## config.mk

```make
export PLATFORM = sky130hd
export DESIGN_NAME = xl_decoder
export DESIGN_NICKNAME = d
export VERILOG_FILES = /design/src/rtl/xl_pkg.sv /design/src/rtl/xl_sync.sv /design/src/rtl/xl_line_capture.sv /design/src/rtl/xl_event_arb.sv /design/src/rtl/xl_decoder.sv
export SDC_FILE = /design/constraint.sdc
export NUM_CORES = 1
export LEC_CHECK = 0
export BUFFER_PORTS_ARGS = -buffer_cell sky130_fd_sc_hd__buf_4
export CELL_PAD_IN_SITES_DETAIL_PLACEMENT = 1
export CELL_PAD_IN_SITES_GLOBAL_PLACEMENT = 1
export CORE_UTILIZATION = 52
export CTS_BUF_LIST = sky130_fd_sc_hd__clkbuf_4
export DETAILED_ROUTE_END_ITERATION = 10
export PLACE_DENSITY = 0.9
export SYNTH_ARGS = -nofsm -noshare
export SYNTH_HDL_FRONTEND = slang
export SYNTH_SLANG_ARGS = --single-unit
```

## constraint.sdc

```tcl
create_clock -name clk -period 5.3 [get_ports clk]
set_input_delay 0.53 -clock clk [delete_from_list [all_inputs] [get_ports clk]]
set_output_delay 0.53 -clock clk [all_outputs]
set_load 0.03 [all_outputs]
```

## src/rtl/xl_pkg.sv

```systemverilog
package xl_pkg;
  localparam int SETTLE_W = 2;
  typedef logic [SETTLE_W-1:0] settle_t;
endpackage

```

## src/rtl/xl_sync.sv

```systemverilog
module xl_sync #(
  parameter int W      = 9,
  parameter int STAGES = 2
) (
  input  logic         clk,
  input  logic         rst,
  input  logic [W-1:0] din,
  output logic [W-1:0] dout
);
  logic [W-1:0] stg [STAGES];

  generate
    for (genvar s = 0; s < STAGES; s++) begin : g_stage
      if (s == 0) begin : g_first
        always_ff @(posedge clk) begin
          if (rst) stg[0] <= '0;
          else     stg[0] <= din;
        end
      end else begin : g_next
        always_ff @(posedge clk) begin
          if (rst) stg[s] <= '0;
          else     stg[s] <= stg[s-1];
        end
      end
    end
  endgenerate

  assign dout = stg[STAGES-1];
endmodule

```

## src/rtl/xl_line_capture.sv

```systemverilog
module xl_line_capture
  import xl_pkg::*;
#(
  parameter int N_ADDR = 5
) (
  input  logic              clk,
  input  logic              rst,
  input  logic              rise,
  input  logic [N_ADDR-1:0] sel_now,
  input  settle_t           settle,
  input  logic              take,
  output logic              pend,
  output logic [N_ADDR-1:0] pend_sel
);
  logic    armed;
  settle_t cnt;

  always_ff @(posedge clk) begin
    if (rst) begin
      armed    <= 1'b0;
      cnt      <= '0;
      pend     <= 1'b0;
      pend_sel <= '0;
    end else begin
      if (armed) begin
        if (cnt == '0) begin
          armed    <= 1'b0;
          pend     <= 1'b1;
          pend_sel <= sel_now;
        end else begin
          cnt <= cnt - 1'b1;
        end
      end else if (rise && !pend) begin
        armed <= 1'b1;
        cnt   <= settle;
      end
      if (take) pend <= 1'b0;
    end
  end
endmodule

```

## src/rtl/xl_event_arb.sv

```systemverilog
module xl_event_arb #(
  parameter int N_DATA = 9,
  parameter int N_ADDR = 5,
  parameter int LINE_W = 4,
  parameter int IDX_W  = 6
) (
  input  logic                           clk,
  input  logic                           rst,
  input  logic [N_DATA-1:0]              pend,
  input  logic [N_DATA-1:0][N_ADDR-1:0]  pend_sel,
  input  logic                           out_ready,
  output logic [N_DATA-1:0]              take,
  output logic                           out_valid,
  output logic [IDX_W+LINE_W:0]          out_word
);
  localparam int ADDR_W = (N_ADDR > 1) ? $clog2(N_ADDR) : 1;
  localparam logic [IDX_W-1:0] AMBIG_IDX = '1;

  logic              found;
  logic [LINE_W-1:0] sel_line;
  logic [N_ADDR-1:0] sel_bits;
  logic [ADDR_W:0]   ones;
  logic [ADDR_W-1:0] pos;
  logic [IDX_W-1:0]  pix;
  logic              ambig;
  logic              load;

  always_comb begin
    found    = 1'b0;
    sel_line = '0;
    sel_bits = '0;
    for (int i = N_DATA - 1; i >= 0; i--) begin
      if (pend[i]) begin
        found    = 1'b1;
        sel_line = LINE_W'(i);
        sel_bits = pend_sel[i];
      end
    end
  end

  always_comb begin
    ones = '0;
    pos  = '0;
    for (int j = 0; j < N_ADDR; j++) begin
      if (sel_bits[j]) begin
        ones = ones + (ADDR_W+1)'(1);
        pos  = ADDR_W'(j);
      end
    end
    ambig = (ones != (ADDR_W+1)'(1));
    pix   = ambig ? AMBIG_IDX
                  : IDX_W'(IDX_W'(sel_line) * IDX_W'(N_ADDR) + IDX_W'(pos));
  end

  assign load = found && (!out_valid || out_ready);

  always_comb begin
    for (int i = 0; i < N_DATA; i++)
      take[i] = load && (sel_line == LINE_W'(i));
  end

  always_ff @(posedge clk) begin
    if (rst) begin
      out_valid <= 1'b0;
      out_word  <= '0;
    end else if (load) begin
      out_valid <= 1'b1;
      out_word  <= {ambig, sel_line, pix};
    end else if (out_ready) begin
      out_valid <= 1'b0;
    end
  end
endmodule

```

## src/rtl/xl_decoder.sv

```systemverilog
module xl_decoder
  import xl_pkg::*;
#(
  parameter int N_DATA      = 9,
  parameter int N_ADDR      = 5,
  parameter int SYNC_STAGES = 2,
  localparam int LINE_W     = $clog2(N_DATA),
  localparam int IDX_W      = $clog2(N_DATA * N_ADDR + 1),
  localparam int WORD_W     = 1 + LINE_W + IDX_W
) (
  input  logic              clk,
  input  logic              rst,
  input  logic [1:0]        settle_sel,
  input  logic [N_DATA-1:0] hit_lines_in,
  input  logic [N_ADDR-1:0] sel_lines_in,
  input  logic              evt_ready,
  output logic              evt_valid,
  output logic [WORD_W-1:0] evt_word
);
  logic [N_DATA-1:0]             hit_s, hit_q, rise;
  logic [N_ADDR-1:0]             sel_s;
  logic [N_DATA-1:0]             pend, take;
  logic [N_DATA-1:0][N_ADDR-1:0] pend_sel;

  xl_sync #(.W(N_DATA), .STAGES(SYNC_STAGES)) u_sync_hit (
    .clk(clk), .rst(rst), .din(hit_lines_in), .dout(hit_s));

  xl_sync #(.W(N_ADDR), .STAGES(SYNC_STAGES)) u_sync_sel (
    .clk(clk), .rst(rst), .din(sel_lines_in), .dout(sel_s));

  always_ff @(posedge clk) begin
    if (rst) hit_q <= '0;
    else     hit_q <= hit_s;
  end

  assign rise = hit_s & ~hit_q;

  generate
    for (genvar k = 0; k < N_DATA; k++) begin : g_line
      xl_line_capture #(.N_ADDR(N_ADDR)) u_cap (
        .clk      (clk),
        .rst      (rst),
        .rise     (rise[k]),
        .sel_now  (sel_s),
        .settle   (settle_t'(settle_sel)),
        .take     (take[k]),
        .pend     (pend[k]),
        .pend_sel (pend_sel[k])
      );
    end
  endgenerate

  xl_event_arb #(.N_DATA(N_DATA), .N_ADDR(N_ADDR), .LINE_W(LINE_W), .IDX_W(IDX_W)) u_arb (
    .clk       (clk),
    .rst       (rst),
    .pend      (pend),
    .pend_sel  (pend_sel),
    .out_ready (evt_ready),
    .take      (take),
    .out_valid (evt_valid),
    .out_word  (evt_word)
  );
endmodule

```

After elaboration in Yosys (flattened, before gate mapping)
Memory sizes are Yosys's and may differ from the RTL's.
Cells that the tools add are included.
{"block": "op_classes", "div_mod_pow": 0, "addsub": 14, "n_lt_le_gt_ge": 0, "n_eq_ne": 18, "n_mul": 1, "bitwise": 6, "muxes": 100, "reduce_logical": 77, "shifts": 0}
{"operator": "2-to-1 mux 2 bit", "count": 29}
{"operator": "2-to-1 mux 5 bit", "count": 11}
{"operator": "2-to-1 mux 4 bit", "count": 13}
{"operator": "2-to-1 mux 1 bit", "count": 43}
{"operator": "AND reduction 2 bit", "count": 18}
{"operator": "nonzero test 2 bit", "count": 10}
{"operator": "logical AND 1 bit", "count": 19}
{"operator": "zero test 2 bit", "count": 9}
{"operator": "2-to-1 mux 9 bit", "count": 2}
{"operator": "!= test 2 bit (second input constant)", "count": 9}
{"operator": "OR reduction 2 bit", "count": 9}
{"operator": "subtractor 2 x 1 -> 2 bit (second input constant)", "count": 9}
{"operator": "equality test 4 x 3 -> 1 bit (second input constant)", "count": 4}
{"operator": "adder 4 x 1 -> 4 bit (second input constant)", "count": 3}
{"operator": "zero test 1 bit", "count": 10}
{"operator": "bitwise AND 9 bit", "count": 1}
{"operator": "inverter 9 bit", "count": 1}
{"operator": "equality test 4 x 2 -> 1 bit (second input constant)", "count": 2}
{"operator": "adder 6 x 3 -> 6 bit", "count": 1}
{"operator": "multiplier 4 x 3 -> 6 bit (second input constant)", "count": 1}
{"operator": "2-to-1 mux 6 bit", "count": 1}
{"operator": "equality test 4 x 1 -> 1 bit (second input constant)", "count": 1}
{"operator": "equality test 4 bit (second input constant)", "count": 1}
{"operator": "zero test 4 bit", "count": 1}
{"operator": "5 further kinds", "count": 8}
{"block": "word_totals", "rom_bits": 0, "in_bits": 19, "out_inout_bits": 12, "ramBits": 28, "n_memories": 2, "latch_bits": 0, "ff_bits": 102}
{"memory": "u_sync_hit.stg", "depth": 2, "word_bits": 9, "read_ports": 2, "rd_ports_with_merged_regs": 0, "wr": 2, "line_no": "xl_sync.sv:10", "text": "logic [W-1:0] stg [STAGES];"}
{"memory": "u_sync_sel.stg", "depth": 2, "word_bits": 5, "read_ports": 2, "rd_ports_with_merged_regs": 0, "wr": 2, "line_no": "xl_sync.sv:10"}

Depth between registers and ports, before layout
Gate-level depths: netlist of run 1.
{"block": "logic_depth", "ltp_word": 20, "depth_mapped": 17, "mapped_depth_nobuf": 16}

By module
Synthesis of run 1 repeated with hierarchy kept, for this count alone.
{"block": "unflattened", "hier_cells": 730, "hier_area_um2": 6259.8}
{"mod": "xl_line_capture at g_line[0].u_cap ...", "seq_area_each_um2": 180.2, "n_inst": 8, "area_per_inst_um2": 401.6, "cells_each": 48}
{"mod": "xl_event_arb", "seq_area_each_um2": 240.2, "n_inst": 1, "area_per_inst_um2": 1600.3, "cells_each": 216}
{"mod": "xl_sync at u_sync_hit", "seq_area_each_um2": 360.3, "n_inst": 1, "area_per_inst_um2": 489.2, "cells_each": 37}
{"mod": "xl_line_capture at g_line[5].u_cap", "seq_area_each_um2": 180.2, "n_inst": 1, "area_per_inst_um2": 401.6, "cells_each": 46}
{"mod": "xl_decoder", "seq_area_each_um2": 180.2, "n_inst": 1, "area_per_inst_um2": 292.8, "cells_each": 27}
{"mod": "xl_sync at u_sync_sel", "seq_area_each_um2": 200.2, "n_inst": 1, "area_per_inst_um2": 262.8, "cells_each": 20}

Worst setup path after synthesis of run 1
Ideal clock, no wire load.
{"block": "synth_timing", "kind": "register -> register", "startpoint": "register g_line[6].u_cap.pend", "endpoint": "register u_arb.out_word[3]", "setup_time_ps": 142, "path_stages_with_launch": 17, "period_less_slack_ps": 3537, "n_path_buf": 1, "setup_slack_ps": 1763, "required_ps": 5158, "arrival_time_ps": 3395, "path_cell_list": "dfxtp_1 > buf_2 > nand3b_1 > nand4_1 > a31oi_1 > or2_2 > ha_1 > xnor2_2 > inv_2 > ha_1 > mux2_2 > ha_1 > nand2b_1 > nor3_1 > mux2i_1 > a211oi_2 > a211oi_1"}
{"block": "synth_between", "elab_chain_cells": 18, "elab_cells_between_ends": 39, "classes_between": "5 x add/sub; 1 x mul; 1 x eq/ne; 31 x mux; 1 x reduce/logical"}
{"item": "start: declaration", "line_no": "xl_line_capture.sv:12", "text": "output logic pend,"}
{"item": "start signal: assignment", "line_no": "xl_line_capture.sv:22", "text": "pend <= 1'b0;"}
{"item": "start signal: assignment", "line_no": "xl_line_capture.sv:28", "text": "pend <= 1'b1;"}
{"item": "start signal: assignment", "line_no": "xl_line_capture.sv:37", "text": "if (take) pend <= 1'b0;"}
{"item": "2-to-1 mux 5 bit (7 in a row)", "line_no": "xl_event_arb.sv:33", "text": "if (pend[i]) begin"}
{"item": "2-to-1 mux 1 bit", "line_no": "xl_event_arb.sv:45", "text": "if (sel_bits[j]) begin"}
{"item": "adder 1 x 1 -> 2 bit", "line_no": "xl_event_arb.sv:46", "text": "ones = ones + (ADDR_W+1)'(1);"}
{"item": "2-to-1 mux 4 bit", "line_no": "xl_event_arb.sv:45"}
{"item": "adder 4 x 1 -> 4 bit", "line_no": "xl_event_arb.sv:46"}
{"item": "2-to-1 mux 4 bit", "line_no": "xl_event_arb.sv:45"}
{"item": "adder 4 x 1 -> 4 bit", "line_no": "xl_event_arb.sv:46"}
{"item": "2-to-1 mux 4 bit", "line_no": "xl_event_arb.sv:45"}
{"item": "adder 4 x 1 -> 4 bit", "line_no": "xl_event_arb.sv:46"}
{"item": "2-to-1 mux 4 bit", "line_no": "xl_event_arb.sv:45"}
{"item": "!= test 4 x 1 -> 1 bit", "line_no": "xl_event_arb.sv:50", "text": "ambig = (ones != (ADDR_W+1)'(1));"}
{"item": "2-to-1 mux 6 bit", "line_no": "xl_event_arb.sv:51", "text": "pix = ambig ? AMBIG_IDX"}
{"item": "end signal: assignment", "line_no": "xl_event_arb.sv:68", "text": "out_word <= {ambig, sel_line, pix};"}
{"item": "end: declaration", "line_no": "xl_event_arb.sv:14", "text": "output logic [IDX_W+LINE_W:0] out_word"}
Several ways; a longest one is shown, not always the timed one.
A chain may end at the register's enable or synchronous reset.

Final worst setup path of run 1
{"block": "layout_timing", "startpoint": "register g_line[2].u_cap.pend", "endpoint": "register u_arb.out_word[5]"}
{"block": "layout_between", "elab_chain_cells": 14, "elab_cells_between_ends": 27, "classes_between": "5 x add/sub; 1 x mul; 1 x eq/ne; 19 x mux; 1 x reduce/logical"}
{"item": "start: declaration", "line_no": "xl_line_capture.sv:12"}
{"item": "start signal: assignment", "line_no": "xl_line_capture.sv:22"}
{"item": "start signal: assignment", "line_no": "xl_line_capture.sv:28"}
{"item": "start signal: assignment", "line_no": "xl_line_capture.sv:37"}
{"item": "2-to-1 mux 5 bit (3 in a row)", "line_no": "xl_event_arb.sv:33"}
{"item": "2-to-1 mux 1 bit", "line_no": "xl_event_arb.sv:45"}
{"item": "adder 1 x 1 -> 2 bit", "line_no": "xl_event_arb.sv:46"}
{"item": "2-to-1 mux 4 bit", "line_no": "xl_event_arb.sv:45"}
{"item": "adder 4 x 1 -> 4 bit", "line_no": "xl_event_arb.sv:46"}
{"item": "2-to-1 mux 4 bit", "line_no": "xl_event_arb.sv:45"}
{"item": "adder 4 x 1 -> 4 bit", "line_no": "xl_event_arb.sv:46"}
{"item": "2-to-1 mux 4 bit", "line_no": "xl_event_arb.sv:45"}
{"item": "adder 4 x 1 -> 4 bit", "line_no": "xl_event_arb.sv:46"}
{"item": "2-to-1 mux 4 bit", "line_no": "xl_event_arb.sv:45"}
{"item": "!= test 4 x 1 -> 1 bit", "line_no": "xl_event_arb.sv:50"}
{"item": "2-to-1 mux 6 bit", "line_no": "xl_event_arb.sv:51"}
Several ways; a longest one is shown, not always the timed one.

==> results of run 1 <==
-- kinds of logic after synthesis --
| logic type | after synthesis | synth area share [%] |
|---|---|---|
| compound gates | 154 | 16.42 |
| xor+xnor | 8 | 1.329 |
| fa+ha+maj | 24 | 5.275 |
| buf+inv | 86 | 6.111 |
| flops | 130 | 44.60 |
| mux | 10 | 1.737 |
| simple gates | 283 | 24.53 |
-- power by group through the flow --
stage	sequential, mW	combinational [mW]	clock (mW)
after floorplan	1.08	0.230	0
final	1.05	0.341	0.673
after CTS	1.05	0.343	0.691
after global routing	1.06	0.375	0.731
after detailed placement	1.08	0.340	0
after global placement	1.07	0.319	0
-- area by class of cell --
cell class | instances | area (um^2)
fill | 1294 | 4574
multi-input combinational | 479 | 2877
sequential | 130 | 2603
timing repair buffer | 31 | 232.7
tap | 140 | 175.2
inverter | 39 | 146.4
clock buffer | 19 | 142.6
clock inverter | 13 | 137.6
-- layout by cell type (no fill, tap or decap), drive strengths merged, types with 2 or more instances in the layout --
master	count
a211oi	11
a21o	2
a21oi	86
a221oi	15
a311oi	4
a31oi	2
buf	31
bufinv	2
clkbuf	19
clkinv	8
clkinvlp	2
dfxtp	130
ha	23
inv	40
mux2i	9
nand2	84
nand2b	4
nand3	47
nand3b	3
nand4	2
nor2	59
nor2b	54
nor3	8
nor3b	5
nor4b	3
o211ai	6
o21ai	23
or2	2
or4b	9
xnor2	7
-- worst max path at each step --
stage	slack, ns	end	from
final	0.95	u_arb.out_word[5]	g_line[2].u_cap.pend
after global routing	0.64	u_arb.out_word[5]	g_line[2].u_cap.pend
after CTS	0.97	u_arb.out_word[5]	g_line[2].u_cap.pend
after detailed placement	0.98	u_arb.out_word[1]	g_line[2].u_cap.pend
after global placement	1.26	u_arb.out_word[1]	g_line[2].u_cap.pend
after floorplan	1.76	u_arb.out_word[3]	g_line[6].u_cap.pend
-- metal layers --
layer,vias up,part of all wire [%]
met1,2334,44
li1,2389,-
met5,-,0
met4,0,2.1
met2,110,50
met3,28,4.3
-- state kept, by name, indices dropped and copies added, names as in the netlist --
signal / count
u_sync_sel.stg: 10
u_arb.out_word: 11
u_sync_hit.stg: 18
hit_q: 9
g_line.u_cap.pend_sel: 45
u_arb.out_valid: 1
g_line.u_cap.armed: 9
g_line.u_cap.cnt: 18
g_line.u_cap.pend: 9
-- critical path, stage by stage (launching register included) --
cell	delay (ns)
dfxtp_1	0.77
nor2b_1	0.23
nor3_1	0.07
a221oi_1	0.34
nand2_1	0.09
o21ai_0	0.09
ha_1	0.31
xnor2_2	0.28
inv_2	0.08
ha_1	0.30
mux2_2	0.28
ha_1	0.29
nand2b_1	0.16
nor3_1	0.16
mux2i_1	0.12
a211oi_2	0.46
a211oi_1	0.15
==> results.sh, run 1 <==
export IMPL_slew_viol_final=0
export IMPL_gr_total_overflow=0
export IMPL_p_clk_share_pct=32.6
export IMPL_crit_fanout=18
export IMPL_nets=741
export IMPL_dp_cells=819
export IMPL_ys_seq_area_share_pct=44.60
export IMPL_grt_use_met3_pct=7.474
export IMPL_grt_util_met1_pct=33.43
export IMPL_cts_root_buf="clkbuf_4"
export IMPL_p_sw_share_pct=30.43
export IMPL_die_h_um=107.9
export IMPL_grtUsageMet2_pct=47.07
export IMPL_route_detailed_drc=0
export IMPL_vias_per_cell=5.712
export IMPL_reg2reg_from="g_line[2].u_cap.pend"
export IMPL_final_area_um2=6314
export IMPL_combPwrFrac_pct=16.5
export IMPL_status="finished clean"
export IMPL_start_util_pct=53.60
export IMPL_power_net_switching_mw=0.6291
export IMPL_globalRouteTotalUtil_pct=27.87
export IMPL_p_int_mw=1.438
export IMPL_worstSetupEndpointType="register"
export IMPL_syn2layout_area_growth_pct=8.190
export IMPL_hold_path_class="in2reg"
export IMPL_final_min_clock_period_ns=4.351
export IMPL_rr_endpoint="u_arb.out_word[5]"
export IMPL_ant_nets=0
export IMPL_cts_buffers=17
export IMPL_synth_top_area_share_pct=44.60
export IMPL_drtIter0Drc=280
export IMPL_drive_above_1_share_pct=12.66
export IMPL_slew_headroom_pct=49.62
export IMPL_critPathRequiredTime_ns=5.73
export IMPL_cts_resized_gates=0
export IMPL_grt_pass1_vias=4936
export IMPL_grt_pass1_wl_um=24290
export IMPL_hold_violations=0
export IMPL_grt_max_degree=77
export IMPL_fmax_ghz=0.2298
export IMPL_ir_drop_mv=0.2639
export IMPL_leakagePower_nw=2.379
export IMPL_synth_edf_count=0
export IMPL_firstDrtPassIters=5
export IMPL_syn_area_um2=5836
export IMPL_power_mw=2.067
export IMPL_dp_slack_ns=0.9782
export IMPL_hold_depth=2
export IMPL_fin_worst_skew_ns=0.01875
export IMPL_rsz0062_at_grt="no"
export IMPL_finalSetupTns_ns=0
export IMPL_place_congestion=0.8428
export IMPL_start_kind="register"
export IMPL_wirelength_um=14960
export IMPL_finalWorstSetupSlack_ns=0.9486
export IMPL_utilization_pct=57.99
export IMPL_cts_setup_buffers=0
export IMPL_syn_num_nets=738
export IMPL_die_area_um2=11650
export IMPL_wl_per_cell_um=17.58
export IMPL_fin_cells=851
export IMPL_synth_warnings=0
export IMPL_postPlaceCellArea_um2=6033
export IMPL_ys_async_sr_fraction_pct=0
export IMPL_antenna_found_initial=0
export IMPL_die_w_um=107.9
export IMPL_clk_path_buf_depth=2
export IMPL_worstMarginPinSlew_ns=0.7557
export IMPL_holdBufCountCts=0
export IMPL_yosysUniqueCellTypes=54
export IMPL_critPathArrivalTime_ns=4.78
export IMPL_vias=4861
export IMPL_drv_cap=0
export IMPL_synth_avg_cell_area_um2=8.397
export IMPL_cts_tree="built"
export IMPL_numClockSinks=130
export IMPL_place_hpwl_um=10750
export IMPL_post_synth_top_count_cell="dfxtp_1"
export IMPL_synth_common_cells="dfxtp_1 (130), a21oi_1 (84), nand2_1 (84)"
export IMPL_busiest_layer="met2"
export IMPL_num_rows=38
export IMPL_cts_htree_levels=4
export IMPL_rrSetupSlack_ns=0.95
export IMPL_p_per_area_nw_per_um2=327.4
export IMPL_cts_reportedPaths_clkPinSlew_ns=0.11
export IMPL_synth_seq_cells=130
export IMPL_p_seq_share_pct=50.9
export IMPL_io_buffers=30
export IMPL_holdPathEnd="u_sync_hit.stg[0][1]"
export IMPL_synth_ff_type="dfxtp_1"
export IMPL_hold_slack_ns=0.1574
export IMPL_synth_area_leader_cell="dfxtp_1"
export IMPL_synthTopCellsByArea="dfxtp_1 (45%), a21oi_1 (7.2%), nor2b_1 (5.8%), nand2_1 (5.4%), ha_1 (4.9%)"
export IMPL_reg2reg_depth=16
export IMPL_synth_cells=695
export IMPL_setup_violations_final=0
export IMPL_min_delay_start="hit_lines_in[1]"
export IMPL_fin_crit_sh_pct=82.10
export IMPL_core_region_area_um2=10890
export IMPL_clock_latency_ns=0.59
export IMPL_diodes=0
export IMPL_critPathKind="reg2reg"
export IMPL_ios=31
Note: power is estimated with default switching activity, not from simulation.
==> inputs of run 2 (changes only) <==
Settings changed: ABC_AREA from default to 1, CORE_UTILIZATION 52 to 42, PLACE_DENSITY 0.9 to 0.8.
Clock period 5.3 ns to 3.8 ns, I/O delays scaled along.
==> run 2 against run 1 <==
  * Combinational power rose to 2.7 times the previous value
  * Register-to-register slack got worse by 0.55 ns
  * Worst hold slack improved by 0.024 ns
  * Non-clock buffer count rose by 17
  * Total power rose by 64%
  * Setup slack got worse by 0.55 ns
  * Flip-flop and latch count did not move
  * First-iteration DRC count fell by 18%
  * Fmax rose by 28%
==> results.sh, run 2 <==
export IMPL_status="finished clean"
export IMPL_cts_setup_buffers=0
export IMPL_fmax_ghz=0.2937
export IMPL_start_util_pct=43.31
export IMPL_nets=854
export IMPL_synth_cells=768
export IMPL_firstDrtPassIters=5
export IMPL_p_per_area_nw_per_um2=520.8
export IMPL_synth_common_cells="nor2_1 (175), dfxtp_1 (130), inv_1 (107)"
export IMPL_hold_path_class="in2reg"
export IMPL_min_delay_start="evt_ready"
export IMPL_ir_drop_mv=0.2679
export IMPL_synth_avg_cell_area_um2=7.497
export IMPL_cts_htree_levels=4
export IMPL_fin_crit_sh_pct=89.61
export IMPL_hold_depth=4
export IMPL_vias_per_cell=4.963
export IMPL_p_sw_share_pct=35.40
export IMPL_crit_fanout=10
export IMPL_drv_cap=0
export IMPL_place_congestion=0.8299
export IMPL_holdPathEnd="u_arb.out_valid"
export IMPL_synth_warnings=0
export IMPL_synthTopCellsByArea="dfxtp_1 (45%), nor2_1 (11%), inv_1 (7.0%), nand2_1 (5.5%), o21ai_0 (5.4%)"
export IMPL_grt_pass1_wl_um=24940
export IMPL_synth_seq_cells=130
export IMPL_ant_nets=0
export IMPL_num_rows=42
export IMPL_critPathKind="reg2reg"
export IMPL_die_w_um=119.1
export IMPL_synth_area_leader_cell="dfxtp_1"
export IMPL_synth_edf_count=0
export IMPL_dp_slack_ns=0.3900
export IMPL_syn2layout_area_growth_pct=13.04
export IMPL_reg2reg_depth=20
export IMPL_wirelength_um=15090
export IMPL_start_kind="register"
export IMPL_syn_num_nets=811
export IMPL_reg2reg_from="g_line[2].u_cap.pend"
export IMPL_slew_headroom_pct=39.84
export IMPL_worstMarginPinSlew_ns=0.9024
export IMPL_final_cell_mix="nor2_1 (175), dfxtp_1 (130), inv_1 (107)"
export IMPL_leakagePower_nw=3.017
export IMPL_grt_pass1_vias=5187
export IMPL_die_area_um2=14180
export IMPL_post_synth_top_count_cell="nor2_1"
export IMPL_io_buffers=30
export IMPL_die_h_um=119.1
export IMPL_critPathArrivalTime_ns=3.86
export IMPL_core_region_area_um2=13300
export IMPL_rsz0062_at_grt="no"
export IMPL_cts_resized_gates=0
export IMPL_layout_commonest_cell="nor2_1"
export IMPL_power_mw=3.390
export IMPL_finalWorstSetupSlack_ns=0.3950
export IMPL_ys_seq_area_share_pct=45.20
export IMPL_slew_viol_final=0
export IMPL_p_seq_share_pct=46.1
export IMPL_drive_above_1_share_pct=13.24
export IMPL_cts_reportedPaths_clkPinSlew_ns=0.12
export IMPL_ys_async_sr_fraction_pct=0
export IMPL_combPwrFrac_pct=27.0
export IMPL_vias=4963
export IMPL_drtIter0Drc=231
export IMPL_power_net_switching_mw=1.200
export IMPL_clk_path_buf_depth=2
export IMPL_route_detailed_drc=0
export IMPL_globalRouteTotalUtil_pct=22.77
export IMPL_reg_top3="g_line.u_cap.pend_sel x45, g_line.u_cap.cnt x18, u_sync_hit.stg x18"
export IMPL_fin_worst_skew_ns=0.01688
export IMPL_final_min_clock_period_ns=3.405
export IMPL_ios=31
export IMPL_postPlaceCellArea_um2=6098
export IMPL_rrSetupSlack_ns=0.40
export IMPL_gr_total_overflow=0
export IMPL_clock_latency_ns=0.57
export IMPL_antenna_found_initial=1
export IMPL_hold_violations=0
export IMPL_synth_ff_type="dfxtp_1"
export IMPL_numClockSinks=130
export IMPL_rr_endpoint="u_arb.out_word[4]"
export IMPL_regMostFlops="g_line.u_cap.pend_sel"
export IMPL_finalSetupTns_ns=0
export IMPL_utilization_pct=48.96
export IMPL_final_area_um2=6509
export IMPL_p_clk_share_pct=26.9
export IMPL_cts_buffers=17
export IMPL_cts_tree="built"
export IMPL_cts_root_buf="clkbuf_4"
export IMPL_place_hpwl_um=10890
export IMPL_wl_per_cell_um=15.09
export IMPL_largest_reg_flops=45
export IMPL_syn_area_um2=5758
export IMPL_critPathRequiredTime_ns=4.26
export IMPL_synth_top_area_share_pct=45.20
export IMPL_p_int_mw=2.190
export IMPL_worstSetupEndpointType="register"
export IMPL_grt_max_degree=69
export IMPL_setup_violations_final=0
export IMPL_holdBufCountCts=13
export IMPL_yosysUniqueCellTypes=34
run 2: cell types whose count changed in the layout (fill, tap and decap cells not counted), sizes merged, moves of 14 or more:
| cell | previous run | this run |
|---|---|---|
| inv | 40 | 121 |
| a211oi | 11 | 35 |
| dlygate4sd3 | 0 | 14 |
| nand2 | 84 | 98 |
| a221oi | 15 | 0 |
| nor2 | 59 | 189 |
| o21ai | 23 | 66 |
| nand3 | 47 | 17 |
| nor2b | 54 | 0 |
| a21oi | 86 | 28 |
run 2: kinds of logic after synthesis:
logic type | count (synthesis) | synth area share (%)
compound gates | 138 | 14.02
xor+xnor | 4 | 0.6085
fa+ha+maj | 24 | 5.346
buf+inv | 145 | 10.32
flops | 130 | 45.20
simple gates | 327 | 24.51
run 2: final cells by class:
class                      count  area (um^2)
fill                        1686         6787
sequential                   130         2603
multi-input combinational    493         2561
inverter                     121        459.2
timing repair buffer          48        395.4
tap                          176        220.2
clock inverter                14        140.1
clock buffer                  17        127.6
antenna                        1        2.502
run 2: per-layer routing:
layer | vias up | wire, um | track usage [%] | share of wire [%]
met3 | 12 | 488 | 6.322 | 3.2
met1 | 2375 | 7134 | 27.85 | 47
met4 | 0 | 156 | 6.725 | 1.0
met5 | - | 0 | 0 | 0
met2 | 57 | 7311 | 38.74 | 48
li1 | 2519 | - | - | -
run 2: stage by stage:
step | cells | hold slack [ns]
floorplan | 768 | 0.3883
global placement | 954 | 0.3911
detailed placement | 954 | 0.3989
CTS | 998 | 0.007247
global route | 1000 | 0.1543
finish | 1000 | 0.1810
run 2: worst max path at each step:
stage	start	end	slack (ns)	cells after the start
3_5_place_dp	g_line[7].u_cap.pend	u_arb.out_word[4]	0.39	24
2_1_floorplan	g_line[6].u_cap.pend	u_arb.out_word[5]	0.81	24
5_1_grt	g_line[6].u_cap.pend	u_arb.out_word[5]	0.11	24
6_report	g_line[2].u_cap.pend	u_arb.out_word[4]	0.40	20
4_1_cts	g_line[7].u_cap.pend	u_arb.out_word[4]	0.39	24
3_3_place_gp	g_line[7].u_cap.pend	u_arb.out_word[5]	0.54	24
run 2: power groups by stage:
| stage | Combinational [mW] | Sequential, mW | Clock, mW |
|---|---|---|---|
| after floorplan | 0.598 | 1.63 | 0 |
| after global placement | 0.858 | 1.59 | 0 |
| after detailed placement | 0.904 | 1.59 | 0 |
| after CTS | 0.920 | 1.56 | 0.934 |
| after global routing | 1.02 | 1.58 | 0.991 |
| final | 0.914 | 1.56 | 0.912 |
run 2: worst max-delay path: stages (launching register included):
cell and delay, ns:
dfxtp_1 0.57, nor3_1 0.11, nor3_1 0.26, nand2_1 0.13, a21oi_2 0.21, inv_1 0.07
ha_1 0.33, nand3b_1 0.22, nand2_1 0.13, ha_1 0.23, inv_1 0.05, nand2_1 0.04
nand2_1 0.09, inv_1 0.05, ha_1 0.28, inv_1 0.06, nand2_1 0.07, nand2_2 0.09
nand3_4 0.13, nor2_2 0.13, nor2_2 0.04
